--- config.mk ---
export PLATFORM = sky130hd
export DESIGN_NAME = fetch_access_guard
export DESIGN_NICKNAME = d
export VERILOG_FILES = /design/src/rtl/guard_pkg.sv /design/src/rtl/guard_ctrl.sv /design/src/rtl/guard_dp.sv /design/src/rtl/fetch_access_guard.sv
export SDC_FILE = /design/constraint.sdc
export NUM_CORES = 1
export LEC_CHECK = 0
export ABC_AREA = 0
export BUFFER_PORTS_ARGS = -buffer_cell sky130_fd_sc_hd__buf_2
export CAP_MARGIN = 20
export CORE_MARGIN = 8
export CORE_UTILIZATION = 30
export DETAILED_ROUTE_END_ITERATION = 7
export PLACE_DENSITY = 0.85
export SLEW_MARGIN = 0
export SYNTH_ARGS = -nofsm -noshare
export SYNTH_HDL_FRONTEND = slang
export SYNTH_SLANG_ARGS = --single-unit
--- constraint.sdc ---
create_clock -name clk -period 1.68 [get_ports clk]
set_input_delay 0.336 -clock clk [delete_from_list [all_inputs] [get_ports clk]]
set_output_delay 0.336 -clock clk [all_outputs]
set_load 0.03 [all_outputs]
--- src/rtl/guard_pkg.sv ---
package guard_pkg;
  localparam int OFS_STATUS = 0;
  localparam int OFS_CTRL   = 1;
  localparam int OFS_START  = 2;
  localparam int OFS_TX     = 3;
  localparam int OFS_RX     = 4;
  localparam int OFS_BUSY   = 5;
  localparam int OFS_RESET  = 15;

  typedef enum logic [2:0] {
    RD_NONE, RD_STATUS, RD_CTRL, RD_TX, RD_RX, RD_BUSY
  } rdSel_e;

  typedef struct packed {
    logic   wrEnable;
    logic   wrStart;
    logic   wrTx;
    logic   wrReset;
    logic   ack;
    rdSel_e rdSel;
  } strobes_t;
endpackage

--- src/rtl/guard_ctrl.sv ---
module guard_ctrl
  import guard_pkg::*;
#(
  parameter int          FA_W       = 32,
  parameter int          BA_W       = 8,
  parameter logic [31:0] TRAMP_ADDR = 32'h0000_1000,
  parameter logic [31:0] RAM_BASE   = 32'h4000_0000,
  parameter logic [31:0] RAM_SIZE   = 32'h0002_0000
) (
  input  logic            clk,
  input  logic            rstN,
  input  logic            fetchValid,
  input  logic [FA_W-1:0] fetchAddr,
  input  logic            busCs,
  input  logic            busWe,
  input  logic [BA_W-1:0] busAddr,
  output logic            accessOk,
  output strobes_t        strb
);
  localparam logic [FA_W-1:0] TRAMP = FA_W'(TRAMP_ADDR);
  localparam logic [FA_W-1:0] RBASE = FA_W'(RAM_BASE);
  localparam logic [FA_W-1:0] RSIZE = FA_W'(RAM_SIZE);

  logic hitTramp, hitRam, okReg;

  always_comb begin
    hitTramp = fetchValid && (fetchAddr == TRAMP);
    hitRam   = fetchValid && (fetchAddr >= RBASE) && ((fetchAddr - RBASE) < RSIZE);
  end

  // Entry address wins if it ever falls inside RAM.
  always_ff @(posedge clk) begin
    if (!rstN)         okReg <= 1'b0;
    else if (hitTramp) okReg <= 1'b1;
    else if (hitRam)   okReg <= 1'b0;
  end

  assign accessOk = okReg;

  always_comb begin
    logic wr, rd;
    wr = busCs && busWe;
    rd = busCs && !busWe;
    strb          = '0;
    strb.ack      = busCs;
    strb.rdSel    = RD_NONE;
    strb.wrEnable = wr && okReg && (busAddr == BA_W'(OFS_CTRL));
    strb.wrStart  = wr && okReg && (busAddr == BA_W'(OFS_START));
    strb.wrTx     = wr && okReg && (busAddr == BA_W'(OFS_TX));
    strb.wrReset  = wr && (busAddr == BA_W'(OFS_RESET));
    if (rd) begin
      if (busAddr == BA_W'(OFS_STATUS)) strb.rdSel = RD_STATUS;
      else if (okReg) begin
        case (busAddr)
          BA_W'(OFS_CTRL): strb.rdSel = RD_CTRL;
          BA_W'(OFS_TX):   strb.rdSel = RD_TX;
          BA_W'(OFS_RX):   strb.rdSel = RD_RX;
          BA_W'(OFS_BUSY): strb.rdSel = RD_BUSY;
          default:         strb.rdSel = RD_NONE;
        endcase
      end
    end
  end
endmodule

--- src/rtl/guard_dp.sv ---
module guard_dp
  import guard_pkg::*;
#(
  parameter int DATA_W = 32,
  parameter int TX_W   = 8
) (
  input  logic              clk,
  input  logic              rstN,
  input  strobes_t          strb,
  input  logic              accessOk,
  input  logic [DATA_W-1:0] busWdata,
  input  logic [TX_W-1:0]   periphRxData,
  input  logic              periphBusy,
  output logic [DATA_W-1:0] busRdata,
  output logic              busReady,
  output logic              spiEnable,
  output logic              spiStart,
  output logic [TX_W-1:0]   spiTxData,
  output logic              sysResetReq
);
  logic [DATA_W-1:0] rdNext;

  always_comb begin
    case (strb.rdSel)
      RD_STATUS: rdNext = DATA_W'(accessOk);
      RD_CTRL:   rdNext = DATA_W'(spiEnable);
      RD_TX:     rdNext = DATA_W'(spiTxData);
      RD_RX:     rdNext = DATA_W'(periphRxData);
      RD_BUSY:   rdNext = DATA_W'(periphBusy);
      default:   rdNext = '0;
    endcase
  end

  always_ff @(posedge clk) begin
    if (!rstN) begin
      spiEnable   <= 1'b0;
      spiTxData   <= '0;
      spiStart    <= 1'b0;
      sysResetReq <= 1'b0;
      busReady    <= 1'b0;
      busRdata    <= '0;
    end else begin
      if (strb.wrEnable) spiEnable <= busWdata[0];
      if (strb.wrTx)     spiTxData <= busWdata[TX_W-1:0];
      spiStart    <= strb.wrStart;
      sysResetReq <= strb.wrReset;
      busReady    <= strb.ack;
      busRdata    <= strb.ack ? rdNext : '0;
    end
  end
endmodule

--- src/rtl/fetch_access_guard.sv ---
module fetch_access_guard
  import guard_pkg::*;
#(
  parameter int          FA_W       = 32,
  parameter int          BA_W       = 8,
  parameter int          DATA_W     = 32,
  parameter int          TX_W       = 8,
  parameter logic [31:0] TRAMP_ADDR = 32'h0000_1000,
  parameter logic [31:0] RAM_BASE   = 32'h4000_0000,
  parameter logic [31:0] RAM_SIZE   = 32'h0002_0000
) (
  input  logic              clk,
  input  logic              rstN,
  input  logic              fetchValid,
  input  logic [FA_W-1:0]   fetchAddr,
  input  logic              busCs,
  input  logic              busWe,
  input  logic [BA_W-1:0]   busAddr,
  input  logic [DATA_W-1:0] busWdata,
  output logic [DATA_W-1:0] busRdata,
  output logic              busReady,
  input  logic [TX_W-1:0]   periphRxData,
  input  logic              periphBusy,
  output logic              spiEnable,
  output logic              spiStart,
  output logic [TX_W-1:0]   spiTxData,
  output logic              sysResetReq,
  output logic              accessOk
);
  strobes_t strb;

  guard_ctrl #(
    .FA_W(FA_W), .BA_W(BA_W), .TRAMP_ADDR(TRAMP_ADDR),
    .RAM_BASE(RAM_BASE), .RAM_SIZE(RAM_SIZE)
  ) u_ctrl (
    .clk(clk), .rstN(rstN), .fetchValid(fetchValid), .fetchAddr(fetchAddr),
    .busCs(busCs), .busWe(busWe), .busAddr(busAddr),
    .accessOk(accessOk), .strb(strb)
  );

  guard_dp #(.DATA_W(DATA_W), .TX_W(TX_W)) u_dp (
    .clk(clk), .rstN(rstN), .strb(strb), .accessOk(accessOk),
    .busWdata(busWdata), .periphRxData(periphRxData), .periphBusy(periphBusy),
    .busRdata(busRdata), .busReady(busReady), .spiEnable(spiEnable),
    .spiStart(spiStart), .spiTxData(spiTxData), .sysResetReq(sysResetReq)
  );
endmodule

# After elaboration in Yosys (flattened, before gate mapping)

Index checks and enable logic that the tools add are counted.
Widths: inputs -> output; s select.

$add $sub $neg: 1
Magnitude comparators: 2
Eq/ne operators: 12
Multiplexer cells: 7
Reduce and logical (&&, ||, !) cells: 14

Operators with widths:

| cell                   | count |
|---|---|
| $pmux 8 s5             | 1 |
| $eq 32x13->1 const B   | 1 |
| $ge 32x31->1 const B   | 1 |
| $lt 32x18->1 const B   | 1 |
| $sub 32x31->32 const B | 1 |
| $eq 8x2->1 const B     | 2 |
| $eq 8x3->1 const B     | 2 |
| $pmux 3 s4             | 1 |
| $logic_and 1x1->1      | 10 |
| $mux 3                 | 3 |
| $eq 8x1->1 const B     | 1 |
| $eq 8x4->1 const B     | 1 |
| $logic_not 8->1        | 1 |
| $eq 3x2->1 const B     | 2 |
| $eq 3x3->1 const B     | 2 |
| $eq 3x1->1 const B     | 1 |
| $mux 1                 | 2 |
| $reduce_and 2->1       | 1 |
| $reduce_bool 2->1      | 1 |
| $logic_not 1->1        | 1 |

Flip-flop bits (word level): 45
Bits of input ports: 86
Output and inout port bits: 45

# Logic depth before layout (Yosys ltp)

Word-level depth: 7
Gate-level depth with buffers: 6
Depth with buffers taken out: 4

# Modules after synthesis

From an unflattened synthesis, not the netlist that was laid out.

Cell total of the unflattened synthesis: 127
Area, all modules: 1,169.9 µm²

Modules (own cells, without submodules):

| module     | instances | cells an instance | area each (µm²) | seq. area each (µm²) |
|---|---|---|---|---|
| guard_dp   | 1         | 94                | 929.6           | 400.4 |
| guard_ctrl | 1         | 33                | 240.2           | 20.0 |

# Worst setup path before layout

No wires, ideal clock.

Path kind: input to register
From: input busAddr[5]
To: register u_dp.spiTxData[0]
Arrival: 1.681 ns
Required time: 1.564 ns
Slack: -0.117 ns
Stages: 6
Buffers on the path: 2
Cell sequence: or4_4 -> buf_6 -> or3_1 -> buf_6 -> mux2i_1 -> nor2b_1

Cells in the longest elaborated chain, start to end: 2

Ends and longest elaborated chain:

| element              | RTL line                 | RTL |
|---|---|---|
| from (decl)          | fetch_access_guard.sv:18 | `input logic [BA_W-1:0] busAddr,` |
| $eq 8x2->1           | guard_ctrl.sv:49         | `strb.wrTx = wr && okReg && (busAddr == BA_W'(OFS_TX));` |
| $logic_and 1x1->1    | guard_ctrl.sv:49         |  |
| to (signal assigned) | guard_dp.sv:44           | `if (strb.wrTx) spiTxData <= busWdata[TX_W-1:0];` |
| to (decl)            | guard_dp.sv:18           | `output logic [TX_W-1:0] spiTxData,` |

No other way between the ends.
A chain may end at the register's enable or synchronous reset.

# Final worst setup path

From: input busAddr[5]
To: register u_dp.busRdata[1]

Cells in the longest elaborated chain, start to end: 7

Ends and longest elaborated chain:

| element                            | RTL line         | RTL |
|---|---|---|
| $eq 8x3->1 (tied with other cells) | guard_ctrl.sv:54 | `case (busAddr)` |
| $pmux 3 s4                         | guard_ctrl.sv:54 |  |
| $mux 3                             | guard_ctrl.sv:53 | `else if (okReg) begin` |
| $mux 3 (*)                         | guard_ctrl.sv:52 | `if (busAddr == BA_W'(OFS_STATUS)) strb.rdSel = RD_STATUS;` |
| $mux 3 (*)                         | guard_ctrl.sv:51 | `if (rd) begin` |
| $eq 3x3->1 (tied with other cells) | guard_dp.sv:24   | `case (strb.rdSel)` |
| $pmux 8 s5 (*)                     | guard_dp.sv:24   |  |
| to (signal assigned)               | guard_dp.sv:48   | `busRdata <= strb.ack ? rdNext : '0;` |
| to (decl)                          | guard_dp.sv:14   | `output logic [DATA_W-1:0] busRdata,` |

Every way passes the cells marked *; elsewhere a longest branch is shown, timed or not.

==> impl_metrics.tcl <==
set metrics [dict create \
    async_flop_share 0 \
    r2r_cells 5 \
    grt.overflow.total 0 \
    critPathMaxStageDelay_ns 0.54 \
    final_cell_mix "82 x buf_2, 24 x conb_1, 21 x dfxtp_1, 9 x mux2i_1, 9 x buf_4" \
    drt-initial-drc-count 85 \
    cts_sinks 21 \
    synth.distinct_cells 32 \
    ios 131 \
    ys_top_cells_by_area "dfxtp_1 36%, buf_4 16%, mux2i_1 7.8%, a22oi_1 4.5%, nor2b_1 4.3%" \
    critical_path.slowest_cell "or4_4" \
    core_mm2 0.00369 \
    antenna_found_initial 0 \
    max_freq_mhz 624 \
    critPathRequiredTime_ns 1.87 \
    layout.nets 300 \
    ys.flop_type "dfxtp_1" \
    hold_viol 0 \
    synthCells 122 \
    dr.pass1.iters 4 \
    slew_viol_final 0 \
    drive_gt1_frac 0.465 \
    r2r-end "u_dp.busRdata[1]" \
    end_kind "flip-flop" \
    fin_ws_ns 0.0765 \
    r2r_setup_slack_ns 0.19 \
    worstPathCellList "buf_2, or4_4, buf_4, nor4_4, buf_4, a22oi_1, nor2_1" \
    fin_crit_sh 0.954 \
    cts_root_buf "clkbuf_8" \
    syn_area_per_cell_um2 9.48 \
    io_buffer_count 82 \
    dpl.hpwl_mm 2.97 \
    setup_viol 0 \
    syn_area_mm2 0.00116 \
    leakage_nw 0.842 \
    htreeDepth 1 \
    drc 0 \
    path_max_fanout 7 \
    startpoint "busAddr[5]" \
    powerDensity_mw_per_mm2 625 \
    power_w 0.00102 \
    grt_usage 0.105 \
    n_antenna_cell 0 \
    drt-total-wl_mm 3.47 \
    fin_setup_tns_ns 0 \
    first_global_vias 1303 \
    area_growth_pct 40.6 \
    gp_congestion 0.823 \
    cts_buffer_depth 2 \
    synth_enable_flop_cells 0 \
    vias_per_cell 4.57 \
    ys_ff_latch 21 \
    fin_skew_ns 0.00213 \
    yosys.area.top_type "dfxtp_1" \
    grt_max_degree 15 \
    die-area_mm2 0.00610 \
    placed_area_mm2 0.00157 \
    clock_latency_ns 0.26 \
    wl_per_cell_um 13.3 \
    period_needed_ns 1.60 \
    r2r-start "u_ctrl.accessOk" \
    vdd_ir_drop_max_mv 0.239 \
    die_y_um 78.1 \
    grt_setup_unrepaired "no" \
    yosysSeqAreaShare 0.364 \
    die_w_um 78.1 \
    cts_tree "done" \
    timing.max_cap.violations 0 \
    vias 1194 \
    std_cell_rows 22 \
    cp_common_cell "buf_4" \
    yosysWarnings 0 \
    utilization 0.441 \
    grt_first_pass_wirelength_mm 5.37 \
    final_area_mm2 0.00163 \
    final_common_cell "buf_2" \
    outcome "completed" \
    cp-endpoint "u_dp.busRdata[1]" \
    yosysTopAreaCellShare 0.364 \
    path_class "in -> reg" \
    nFillCells 352 \
    pre_cts_ws_ns -0.196 \
    worstHoldPathType "in -> reg" \
    numCtsBuffers 3 \
    clk_pin_slew_ns 0.08 \
    arrival_ns 1.79 \
    initial_core_util 0.313 \
    detail-route-antenna-nets 0 \
    startpoint_type "primary input" \
]
registers in the layout, indices dropped and copies added (netlist names):
signal	cells
u_dp.spiTxData	8
u_dp.spiEnable	1
u_dp.spiStart	1
u_dp.busReady	1
u_dp.sysResetReq	1
u_dp.busRdata	8
u_ctrl.accessOk	1
worst max-delay path, delay by kind of cell:
kind                   cells  cell delay, ns
buffers and inverters      3            0.46
AND/OR/NAND/NOR            3            0.92
AO/OA/AOI/OAI              1            0.07
metal layers:
| metal | up-vias | track usage | wire length, um |
|---|---|---|---|
| met5 | - | 0 | 0 |
| met2 | 68 | 0.198 | 1800 |
| met1 | 544 | 0.102 | 1310 |
| li1 | 578 | - | - |
| met3 | 4 | 0.0285 | 285 |
| met4 | 0 | 0.0556 | 70 |
power breakdown:
group          leakage (nW)  internal [W]  total, W  switching (W)
Sequential            0.169      0.000498  0.000499    0.000000209
Combinational         0.647     0.0000662  0.000187       0.000120
Clock                0.0255      0.000165  0.000331       0.000166
per-stage QoR:
stage	hold WS, ns	cells
after detailed placement	0.480	257
after global placement	0.475	257
after global routing	0.337	261
final	0.324	261
after floorplan	0.469	145
after CTS	0.326	261
worst min path at each step:
stage	depth (start not counted)	start	to	slack, ns
after CTS	3	fetchAddr[16]	u_ctrl.accessOk	0.33
after detailed placement	2	u_dp.spiTxData[0]	u_dp.busRdata[0]	0.48
after floorplan	2	busAddr[3]	u_dp.sysResetReq	0.47
after global routing	3	busWdata[3]	u_dp.spiTxData[3]	0.34
after global placement	2	u_dp.spiTxData[0]	u_dp.busRdata[0]	0.47
final	3	fetchAddr[16]	u_ctrl.accessOk	0.32
final cells by class:
class | instances | area (um2) | share of cell area
Clock inverter | 1 | 5.00 | 0.00308
Multi-Input combinational cell | 95 | 613 | 0.377
Inverter | 2 | 7.51 | 0.00462
Clock buffer | 3 | 41.3 | 0.0254
Tap cell | 48 | 60.1 | 0.0370
Sequential cell | 21 | 420 | 0.259
Timing Repair Buffer | 91 | 478 | 0.294
kinds of logic (layout without fill, tap and decap cells):
family	Yosys count	count (layout)	share of synthesized area
buffers and inverters	29	97	0.185
other	1	24	0.00324
flip-flops	21	21	0.364
AND/OR/NAND/NOR	47	47	0.276
AO/OA/AOI/OAI	15	15	0.0942
multiplexers	9	9	0.0779
repair_timing:
action,CTS,global route
setup buffers,0,0
hold buffers,0,0
endpoints found under the setup margin,0,1
resized for setup,0,1
Yosys cell counts, drive strengths merged, types with 2 or more instances:
cell and instances:
mux2i 9, buf 26, nand3 2, o211ai 2, nand4 3, nor3 6
inv 2, nand2b 2, a22oi 7, dfxtp 21, nand2 2, nor2b 8
nor4 7, nor4b 2, a21oi 2, nor2 7
No activity file was read; power rests on OpenSTA's default activity.
